$ cat src/rtl/fv_pkg.sv
package fv_pkg;
  localparam int ADDR_W    = 24;
  localparam int PRM_BYTES = 6;
  localparam logic [7:0] OP_BLOCK   = 8'h00;
  localparam logic [7:0] OP_SECTION = 8'h01;
  localparam logic [7:0] MARGIN_MAX = 8'h02;

  typedef enum logic [1:0] {ST_IDLE, ST_CHK, ST_RD, ST_DRAIN} fv_state_e;
endpackage

$ cat src/rtl/fv_param_check.sv
module fv_param_check
  import fv_pkg::*;
#(
  parameter int          CNT_W          = 16,
  parameter int unsigned PF_BASE        = 0,
  parameter int unsigned PF_SIZE        = 256,
  parameter int unsigned DF_BASE        = 32'h80_0000,
  parameter int unsigned DF_SIZE        = 128,
  parameter bit          PF_INTERLEAVED = 1'b1,
  parameter int          WC_W           = ADDR_W
) (
  input  logic [8*PRM_BYTES-1:0] prm_i,
  input  logic [7:0]             margin_i,
  input  logic                   region_i,
  input  logic                   eeprom_en_i,
  input  logic                   cmd_ok_i,
  output logic                   err_o,
  output logic [ADDR_W-1:0]      start_o,
  output logic [WC_W-1:0]        nwords_o
);
  localparam int EW          = ADDR_W + CNT_W + 6;
  localparam int PF_UNIT     = PF_INTERLEAVED ? 16 : 8;
  localparam int DF_UNIT     = 8;
  localparam int PF_WPU      = PF_UNIT / 8;
  localparam int DF_WPU      = DF_UNIT / 8;

  logic [7:0]        code;
  logic [ADDR_W-1:0] addr;
  logic [CNT_W-1:0]  cnt;
  logic [EW-1:0]     unit, base, lim, a_ext, span;
  logic [WC_W-1:0]   wpu, blk_words;
  logic              is_sec, bad_op, misalign, oor, sec_bad;

  always_comb begin
    code  = prm_i[7:0];
    addr  = {prm_i[15:8], prm_i[23:16], prm_i[31:24]};
    cnt   = CNT_W'({prm_i[39:32], prm_i[47:40]});
    unit  = region_i ? EW'(DF_UNIT) : EW'(PF_UNIT);
    wpu   = region_i ? WC_W'(DF_WPU) : WC_W'(PF_WPU);
    base  = region_i ? EW'(DF_BASE) : EW'(PF_BASE);
    lim   = base + (region_i ? EW'(DF_SIZE) : EW'(PF_SIZE));
    blk_words = region_i ? WC_W'(DF_SIZE / 8) : WC_W'(PF_SIZE / 8);
    a_ext = EW'(addr);
    span  = a_ext + EW'(cnt) * unit;

    is_sec   = (code == OP_SECTION);
    bad_op   = (code != OP_BLOCK) && !is_sec;
    misalign = (a_ext & (unit - EW'(1))) != '0;
    oor      = (a_ext < base) || (a_ext >= lim);
    sec_bad  = is_sec && ((cnt == '0) || (span > lim));

    err_o    = !cmd_ok_i || (margin_i > MARGIN_MAX) || bad_op ||
               (region_i && eeprom_en_i) || misalign || oor || sec_bad;
    start_o  = is_sec ? addr : base[ADDR_W-1:0];
    nwords_o = is_sec ? WC_W'(cnt) * wpu : blk_words;
  end
endmodule

$ cat src/rtl/fv_walker.sv
module fv_walker
  import fv_pkg::*;
#(
  parameter int WC_W = ADDR_W
) (
  input  logic              clk_i,
  input  logic              rst_ni,
  input  logic              start_i,
  input  logic [ADDR_W-1:0] addr_i,
  input  logic [WC_W-1:0]   nwords_i,
  output logic              rd_en_o,
  output logic [ADDR_W-1:0] rd_addr_o,
  output logic              last_o
);
  logic [ADDR_W-1:0] addr_q;
  logic [WC_W-1:0]   left_q;
  logic              busy_q;

  always_ff @(posedge clk_i or negedge rst_ni) begin
    if (!rst_ni) begin
      addr_q <= '0;
      left_q <= '0;
      busy_q <= 1'b0;
    end else if (start_i) begin
      addr_q <= addr_i;
      left_q <= nwords_i;
      busy_q <= nwords_i != '0;
    end else if (busy_q) begin
      addr_q <= addr_q + ADDR_W'(8);
      left_q <= left_q - WC_W'(1);
      if (left_q == WC_W'(1)) busy_q <= 1'b0;
    end
  end

  assign rd_en_o   = busy_q;
  assign rd_addr_o = addr_q;
  assign last_o    = busy_q && (left_q == WC_W'(1));
endmodule

$ cat src/rtl/fv_erase_verify.sv
module fv_erase_verify
  import fv_pkg::*;
#(
  parameter int          CNT_W          = 16,
  parameter int          WORD_W         = 64,
  parameter int unsigned PF_BASE        = 0,
  parameter int unsigned PF_SIZE        = 256,
  parameter int unsigned DF_BASE        = 32'h80_0000,
  parameter int unsigned DF_SIZE        = 128,
  parameter bit          PF_INTERLEAVED = 1'b1
) (
  input  logic                   clk_i,
  input  logic                   rst_ni,
  input  logic                   launch_i,
  input  logic [8*PRM_BYTES-1:0] prm_i,
  input  logic [7:0]             margin_i,
  input  logic                   region_i,
  input  logic                   eeprom_en_i,
  input  logic                   cmd_ok_i,
  output logic                   rd_en_o,
  output logic [ADDR_W-1:0]      rd_addr_o,
  output logic [1:0]             rd_margin_o,
  input  logic [WORD_W-1:0]      rd_data_i,
  output logic                   done_o,
  output logic                   acc_err_o,
  output logic                   vfail_o
);
  localparam int WC_W = ADDR_W;

  fv_state_e             st_q;
  logic [8*PRM_BYTES-1:0] prm_q;
  logic [7:0]            margin_q;
  logic                  region_q, ee_q, ok_q;
  logic                  chk_err, walk_last, rd_vld_q, accept;
  logic [ADDR_W-1:0]     chk_start;
  logic [WC_W-1:0]       chk_nwords;

  fv_param_check #(
    .CNT_W(CNT_W), .PF_BASE(PF_BASE), .PF_SIZE(PF_SIZE),
    .DF_BASE(DF_BASE), .DF_SIZE(DF_SIZE),
    .PF_INTERLEAVED(PF_INTERLEAVED), .WC_W(WC_W)
  ) u_chk_prm (
    .prm_i(prm_q), .margin_i(margin_q), .region_i(region_q),
    .eeprom_en_i(ee_q), .cmd_ok_i(ok_q),
    .err_o(chk_err), .start_o(chk_start), .nwords_o(chk_nwords)
  );

  fv_walker #(.WC_W(WC_W)) u_walk (
    .clk_i(clk_i), .rst_ni(rst_ni),
    .start_i(st_q == ST_CHK && !chk_err),
    .addr_i(chk_start), .nwords_i(chk_nwords),
    .rd_en_o(rd_en_o), .rd_addr_o(rd_addr_o), .last_o(walk_last)
  );

  assign accept      = (st_q == ST_IDLE) && launch_i;
  assign done_o      = (st_q == ST_IDLE);
  assign rd_margin_o = margin_q[1:0];

  always_ff @(posedge clk_i or negedge rst_ni) begin
    if (!rst_ni) begin
      st_q      <= ST_IDLE;
      prm_q     <= '0;
      margin_q  <= '0;
      region_q  <= 1'b0;
      ee_q      <= 1'b0;
      ok_q      <= 1'b0;
      acc_err_o <= 1'b0;
      vfail_o   <= 1'b0;
      rd_vld_q  <= 1'b0;
    end else begin
      rd_vld_q <= rd_en_o;
      // one-cycle read latency: compare the word requested last cycle
      if (rd_vld_q && (rd_data_i != '1)) vfail_o <= 1'b1;
      unique case (st_q)
        ST_IDLE: if (accept) begin
          prm_q     <= prm_i;
          margin_q  <= margin_i;
          region_q  <= region_i;
          ee_q      <= eeprom_en_i;
          ok_q      <= cmd_ok_i;
          acc_err_o <= 1'b0;
          vfail_o   <= 1'b0;
          st_q      <= ST_CHK;
        end
        ST_CHK: begin
          if (chk_err) begin
            acc_err_o <= 1'b1;
            st_q      <= ST_IDLE;
          end else begin
            st_q <= ST_RD;
          end
        end
        ST_RD:    if (walk_last) st_q <= ST_DRAIN;
        ST_DRAIN: st_q <= ST_IDLE;
        default:  st_q <= ST_IDLE;
      endcase
    end
  end
endmodule

$ cat config.mk
export PLATFORM = sky130hd
export DESIGN_NAME = fv_erase_verify
export DESIGN_NICKNAME = d
export VERILOG_FILES = /design/src/rtl/fv_pkg.sv /design/src/rtl/fv_param_check.sv /design/src/rtl/fv_walker.sv /design/src/rtl/fv_erase_verify.sv
export SDC_FILE = /design/constraint.sdc
export NUM_CORES = 1
export LEC_CHECK = 0
export ABC_AREA = 1
export BUFFER_PORTS_ARGS = -buffer_cell sky130_fd_sc_hd__buf_2
export CORE_MARGIN = 2
export CORE_UTILIZATION = 40
export CTS_CLUSTER_DIAMETER = 60
export DETAILED_ROUTE_END_ITERATION = 6
export PLACE_DENSITY = 0.72
export SLEW_MARGIN = 20
export SYNTH_ARGS = -nofsm -noshare
export SYNTH_HDL_FRONTEND = slang
export SYNTH_SLANG_ARGS = --single-unit
$ cat constraint.sdc
create_clock -name clk_i -period 6.2 [get_ports clk_i]
set_clock_uncertainty 0.2 [all_clocks]
set_input_delay 0.93 -clock clk_i [delete_from_list [all_inputs] [get_ports clk_i]]
set_output_delay 0.93 -clock clk_i [all_outputs]
set_load 0.1 [all_outputs]
[Yosys cells after proc, flatten, opt, wreduce, memory -nomap -nowiden]
Index checks and enable logic that the tools add are counted.
Widths: inputs -> output; s select.
Word-level totals
  bits in registers: 113
  latch bits: 0
  memory bits (writable): 0
  ROM bits: 0
  input port bits: 126
  output and inout port bits: 30
  word-level logic and storage cells: 85
  memories: 0
Operators by class
  add/sub/neg operators: 5
  $mul: 2
  div/mod/pow operators: 0
  magnitude comparators: 4
  eq/ne operators: 9
  shift-type cells: 0
  multiplexer cells: 24
  bitwise logic cells: 1
  reductions and logical operators: 28
Operators with widths (count)
  $mux 24: 7
  $ne 64x64->1 const B: 1
  $add 24x46->46: 1
  $add 46x46->46: 1
  $and 24x46->46: 1
  $ge 24x46->1: 1
  $gt 46x46->1: 1
  $lt 24x46->1: 1
  $mul 16x46->46: 1
  $reduce_bool 46->1: 1
  $sub 46x1->46 const B: 1
  $add 24x4->24 const B: 1
  $eq 24x1->1 const B: 1
  $mul 16x24->24: 1
  $reduce_bool 24->1: 1
  $sub 24x1->24 const B: 1
  $logic_not 16->1: 1
  $mux 9: 1
  $eq 8x1->1 const B: 1
  $gt 8x2->1 const B: 1
  $logic_or 1x1->1: 8
  $mux 1: 8
  $mux 2: 4
  $pmux 2 s4: 1
  other kinds (14): 26

[Longest topological paths before layout]
  depth in word-level cells: 11
  mapped depth: 36
  depth with buffers taken out: 33

[Modules after synthesis]
From an unflattened synthesis, not the netlist that was laid out.
Unflattened totals
  cell total of the unflattened synthesis: 1340
  area total of the unflattened synthesis: 9047.4 um^2
By module, submodules not included
  fv_walker: times used 1, cells each 442, area each 3221.8 um^2, sequential area each 1226.2 um^2
  fv_param_check: times used 1, cells each 567, area each 3155.5 um^2, sequential area each 0.0 um^2
  fv_erase_verify: times used 1, cells each 331, area each 2670.1 um^2, sequential area each 1601.5 um^2

[Worst setup path before layout]
No wires, ideal clock.
  kind: register -> register
  from: reg region_q
  to: reg u_walk.addr_q[18], in the netlist u_walk.rd_addr_o[18]
  library setup time: 0.128 ns
  arrival time: 4.897 ns
  required time: 5.872 ns
  slack: 0.975 ns
  stages on the path, launching flop included: 34
  path buffers: 6
  period minus slack after synthesis: 5.225 ns
  path through: dfrtp_1 > buf_2 > buf_1 > clkbuf_1 > nor2_1 > ha_1 > inv_1 > nor2_1 > or2_2 > ha_1 > ha_1 > buf_2 > nand3_1 > nand3_1 > nand3_1 > nand3_1 > nand2_1 > nand2_1 > a21oi_1 > nor2_1 > xor2_1 > inv_1 > ha_1 > or2_2 > a21oi_1 > nand2_1 > nor2_2 > nand2_2 > nand2_4 > nand2_2 > buf_6 > buf_6 > nand3_1 > nand3_1
Between the ends
  cells in the longest elaborated chain, start to end: 10
  elaborated cells between the ends (all ways): 24
  those cells by class: add/sub: 3; mul: 1; order compare: 3; mux: 4; bitwise: 1; reduce/logical: 12
Ends and longest elaborated chain
  start, declared: line fv_erase_verify.sv:33  | logic region_q, ee_q, ok_q;
  start signal, assigned: line fv_erase_verify.sv:78  | region_q <= region_i;
  $mux 5: line fv_param_check.sv:38  | unit = region_i ? EW'(DF_UNIT) : EW'(PF_UNIT);
  $mul 16x46->46 / $sub 46x1->46 (equally long branches): line fv_param_check.sv:44, fv_param_check.sv:48
  $add 24x46->46 / $and 24x46->46 (equally long branches): line fv_param_check.sv:44, fv_param_check.sv:48
  $gt 46x46->1 / $reduce_bool 46->1 (equally long branches): line fv_param_check.sv:50, fv_param_check.sv:48
  $logic_or 1x1->1, on equally long branches: line fv_param_check.sv:50, fv_param_check.sv:53
  $logic_and 1x1->1 / $logic_or 1x1->1 (equally long branches): line fv_param_check.sv:50, fv_param_check.sv:53
  $logic_or 1x1->1 (*): line fv_param_check.sv:53  | (region_i && eeprom_en_i) || misalign || oor || sec_bad;
  $logic_not 1->1 (*): line fv_erase_verify.sv:50  | .start_i(st_q == ST_CHK && !chk_err),
  $logic_and 1x1->1 (*): line fv_erase_verify.sv:50
  $mux 24 / $reduce_bool 2->1 (equally long branches)
  end signal, assigned: line fv_walker.sv:25  | addr_q <= addr_i;
  end signal, assigned: line fv_walker.sv:29  | addr_q <= addr_q + ADDR_W'(8);
  end, declared: line fv_walker.sv:15  | logic [ADDR_W-1:0] addr_q;
Every way passes the cells marked *; elsewhere a longest branch is shown, timed or not.
A chain may end at the register's enable or synchronous reset.

[Final worst setup path]
  from: reg region_q
  to: reg u_walk.left_q[13]
Between the ends
  cells in the longest elaborated chain, start to end: 10
  elaborated cells between the ends (all ways): 27
  those cells by class: add/sub: 3; mul: 2; order compare: 3; mux: 6; bitwise: 1; reduce/logical: 12
Ends and longest elaborated chain
  $mux 5: line fv_param_check.sv:38
  $mul 16x46->46 / $sub 46x1->46 (equally long branches): line fv_param_check.sv:44, fv_param_check.sv:48
  $add 24x46->46 / $and 24x46->46 (equally long branches): line fv_param_check.sv:44, fv_param_check.sv:48
  $gt 46x46->1 / $reduce_bool 46->1 (equally long branches): line fv_param_check.sv:50, fv_param_check.sv:48
  $logic_or 1x1->1, on equally long branches: line fv_param_check.sv:50, fv_param_check.sv:53
  $logic_and 1x1->1 / $logic_or 1x1->1 (equally long branches): line fv_param_check.sv:50, fv_param_check.sv:53
  $logic_or 1x1->1: line fv_param_check.sv:53
  $logic_not 1->1: line fv_erase_verify.sv:50
  $logic_and 1x1->1: line fv_erase_verify.sv:50
  $mux 24 / $reduce_bool 2->1 (equally long branches)
  end signal, assigned: line fv_walker.sv:26  | left_q <= nwords_i;
  end signal, assigned: line fv_walker.sv:30  | left_q <= left_q - WC_W'(1);
  end, declared: line fv_walker.sv:16  | logic [WC_W-1:0] left_q;
Several ways; a longest one is shown, not always the timed one.

==> results.yml <==
outcome:
  run_status: "complete, no violations"
routing:
  total_number_of_vias: 8981
  drt_drc_violations_left: 0
  routed_via_density: 5.38
  wirelength_mm: 25.8
  ant_nets: 0
  drt_first_pass_iters: 6
  route.detailed.wl_per_inst_um: 15.5
  drt_iter0_markers: 635
critical_path:
  reg2reg_slack_ns: 0.50
  critical_path_required_ns: 6.36
  depth_of_the_worst_register_to_register_path: 25
  critical_path_peak_fanout: 53
  rr_startpoint: "region_q$_DFFE_PN0P_"
  crit_type: "reg -> reg"
  startpoint_type: "flop"
  r2r-end: "u_walk.left_q[13]$_DFFE_PN0P_"
  critical_path_arrival_ns: 5.86
  critPathCaptureType: "flop"
sta:
  fmax_ghz: 0.176
  headroom_to_the_max_slew_limit_pct: 33.9
  hold_viol_final: 0
  layout_min_cycle_time_ns: 5.70
  layout_worst_path_cycle_share_pct: 91.9
  unrepaired_setup_endpoints_after_global_routing: "false"
  slew_violations: 0
  finalSetupTns_ns: 0
  timing.hold.ws_ns: 0.290
  transition_time_at_the_pin_with_the_least_slew_margin_ns: 0.991
  final-setup-viol-count: 0
finish:
  layout-area-overhead-vs-synth_pct: 18.1
  post_route_cells_drive_above_1_share_pct: 18.3
  n_fill_cell: 2142
  final_core_utilization_pct: 48.1
  antennaDiodeCount: 0
  final_net_count: 1578
  multiInputGateArea_um2: 5280
  final_common_cell: "sky130_fd_sc_hd__nand2_1"
  layout.area.seq_um2: 2830
  layout_common_cells: "sky130_fd_sc_hd__nand2_1, sky130_fd_sc_hd__buf_2, sky130_fd_sc_hd__inv_1"
synthesis:
  netlist_area_um2: 8890
  netlist_instances: 1238
  syn-num-nets: 1439
  yosys_warnings: 0
  synth_top_flop_cell: "sky130_fd_sc_hd__dfrtp_1"
  ys_seq_elements: 113
  yosysSeqAreaShare_pct: 31.8
  synth_edf_count: 0
  asyncSetResetFlopFracSynth_pct: 100
  syn_area_per_cell_um2: 7.18
  post_synth_num_cell_types: 47
cts:
  numCtsBuffers: 17
  cts_tree: "yes"
  ctsLongestPathBuffers: 2
  clock_tree.htree_level_count: 4
  clock_sink_count: 113
  insertion_delay_ns: 0.44
  clock_transition_at_path_regs_ns: 0.06
  root_buffer: "sky130_fd_sc_hd__clkbuf_16"
  cts_hold_buffers: 0
worst_hold_path:
  min_from: "u_walk.rd_addr_o[0]$_DFFE_PN0P_"
  worstHoldPathCells: 2
  holdCritPathClass: "reg -> reg"
  min_to: "u_walk.rd_addr_o[0]$_DFFE_PN0P_"
place:
  io_buffer_count: 155
  globalplace.congestion: 0.939
  place_hpwl_mm: 19.9
global_routing:
  grt_max_degree: 87
  grt_pass1_vias: 8410
  first_pass_grt_wire_length_mm: 41.4
  global_route.usage.total_pct: 21.8
  grt_antenna_before_repair: 0
  global_route_total_overflow: 0
floorplan:
  design.core.area_um2: 21800
  die-area_um2: 23400
  chipHeight_um: 153
  start_util_pct: 40.7
  io-pin-count: 156
  die_width_um: 153
  num_rows: 54
power:
  cellLeakagePower_nw: 5.62
  total_power_mw: 3.10
  worst_ir_drop_vdd_v: 0.000199
  p_per_area_nw_per_um2: 296
flow_run:
  drv.max_cap_violation_count: 0
## area by class of cell
cell class,instances,area share (%)
clock buffers,19,4.32
clock inverters,13,1.53
inverters,157,5.65
multi-input cells,926,50.3
flip-flops and latches,113,26.9
well taps,280,3.34
repair buffers,162,7.95
## registers in the layout, indices dropped and copies added (netlist names), named ones only
| name | flops |
|---|---|
| acc_err_o | 1 |
| st_q | 1 |
| region_q | 1 |
| vfail_o | 1 |
| prm_q | 48 |
| ee_q | 1 |
| u_walk.rd_en_o | 1 |
| margin_q | 8 |
| rd_vld_q | 1 |
| ok_q | 1 |
| u_walk.left_q | 24 |
| u_walk.rd_addr_o | 24 |
## critical path, stage by stage, from the launching register on
cell                       delay, ns
sky130_fd_sc_hd__dfrtp_1        0.60
sky130_fd_sc_hd__buf_6          0.31
sky130_fd_sc_hd__nor2_1         0.09
sky130_fd_sc_hd__ha_1           0.38
sky130_fd_sc_hd__a21o_1         0.22
sky130_fd_sc_hd__ha_1           0.27
sky130_fd_sc_hd__ha_1           0.36
sky130_fd_sc_hd__a21oi_1        0.21
sky130_fd_sc_hd__nor2_1         0.06
sky130_fd_sc_hd__a211oi_1       0.35
sky130_fd_sc_hd__nand2_1        0.14
sky130_fd_sc_hd__a21oi_1        0.14
sky130_fd_sc_hd__nor2_1         0.06
sky130_fd_sc_hd__xor2_1         0.12
sky130_fd_sc_hd__inv_1          0.06
sky130_fd_sc_hd__ha_1           0.29
sky130_fd_sc_hd__or2_2          0.31
sky130_fd_sc_hd__a21oi_1        0.15
sky130_fd_sc_hd__nand2_1        0.07
sky130_fd_sc_hd__nor2_2         0.09
sky130_fd_sc_hd__nand2_2        0.08
sky130_fd_sc_hd__nand2_4        0.20
sky130_fd_sc_hd__nand2_2        0.15
sky130_fd_sc_hd__buf_4          0.33
sky130_fd_sc_hd__or2_0          0.29
sky130_fd_sc_hd__nand3_1        0.08
## metrics by stage
stage	worst slack, ns	cells	cell area, µm²
after floorplan	0.975	1238	8890
after global routing	0.00283	1670	10500
after global placement	0.660	1638	9870
final	0.503	1670	10500
after CTS	0.506	1670	10500
after detailed placement	0.526	1638	9870
## how the worst max path moves through the flow
| stage | from | endpoint | slack [ns] | cells after the start |
|---|---|---|---|---|
| global route | region_q$_DFFE_PN0P_ | u_walk.left_q[13]$_DFFE_PN0P_ | 0.003 | 28 |
| detailed placement | region_q$_DFFE_PN0P_ | u_walk.left_q[13]$_DFFE_PN0P_ | 0.53 | 25 |
| finish | region_q$_DFFE_PN0P_ | u_walk.left_q[13]$_DFFE_PN0P_ | 0.50 | 25 |
| floorplan | region_q$_DFFE_PN0P_ | u_walk.rd_addr_o[18]$_DFFE_PN0P_ | 0.97 | 33 |
| CTS | region_q$_DFFE_PN0P_ | u_walk.left_q[13]$_DFFE_PN0P_ | 0.51 | 25 |
| global placement | region_q$_DFFE_PN0P_ | u_walk.left_q[13]$_DFFE_PN0P_ | 0.66 | 25 |
## cell families after synthesis
| group | count (synthesis) | share of synthesized area [%] |
|---|---|---|
| fa+ha+maj | 75 | 10.6 |
| simple gates | 657 | 33.3 |
| compound gates | 129 | 7.99 |
| buf+inv | 199 | 8.96 |
| flops | 113 | 31.8 |
| mux | 32 | 4.05 |
| xor+xnor | 33 | 3.25 |
## report_power, final
group	internal, mW	leakage [nW]	switching, mW
Combinational	0.452	3.91	0.774
Sequential	0.793	1.42	0.0624
Clock	0.651	0.287	0.369
## cell usage after synthesis (2+ instances only)
library cell,number,share of area (%)
sky130_fd_sc_hd__dfrtp_1,113,32
sky130_fd_sc_hd__nand2_2,4,0.28
sky130_fd_sc_hd__nand3_1,138,7.8
sky130_fd_sc_hd__a21oi_1,67,3.8
sky130_fd_sc_hd__o21bai_1,4,0.34
sky130_fd_sc_hd__mux2_2,32,4.1
sky130_fd_sc_hd__xnor2_1,13,1.3
sky130_fd_sc_hd__buf_1,11,0.46
sky130_fd_sc_hd__o21ai_0,33,1.9
sky130_fd_sc_hd__nor2_1,134,5.7
sky130_fd_sc_hd__a21o_1,10,0.84
sky130_fd_sc_hd__nor3_1,21,1.2
sky130_fd_sc_hd__a211oi_1,2,0.17
sky130_fd_sc_hd__inv_2,4,0.17
sky130_fd_sc_hd__xor2_1,20,2.0
sky130_fd_sc_hd__or2_2,6,0.42
sky130_fd_sc_hd__nor2_2,7,0.49
sky130_fd_sc_hd__nand2_1,256,11
sky130_fd_sc_hd__inv_1,152,6.4
sky130_fd_sc_hd__ha_1,74,10
sky130_fd_sc_hd__buf_2,10,0.56
sky130_fd_sc_hd__nand3b_1,5,0.42
sky130_fd_sc_hd__buf_4,2,0.17
sky130_fd_sc_hd__o21ai_1,3,0.17
sky130_fd_sc_hd__nand4_1,58,4.1
sky130_fd_sc_hd__a31oi_1,2,0.14
sky130_fd_sc_hd__o21a_1,2,0.17
sky130_fd_sc_hd__nor4_1,15,1.1
sky130_fd_sc_hd__clkbuf_1,15,0.63
sky130_fd_sc_hd__or2_0,5,0.35
sky130_fd_sc_hd__buf_6,4,0.51
## routing by layer
metal,vias up,share of wire [%],GRT usage [%]
met1,4208,43,27.7
met2,328,48,37.7
li1,4395,-,-
met3,50,6.0,3.52
met5,-,0,0
met4,0,2.4,7.45
## what timing repair did
action	4_1_cts	5_1_grt
buffers inserted	0	0
endpoints found under the setup margin	0	14
gates resized for setup	0	2
(Power assumes the default switching activity.)
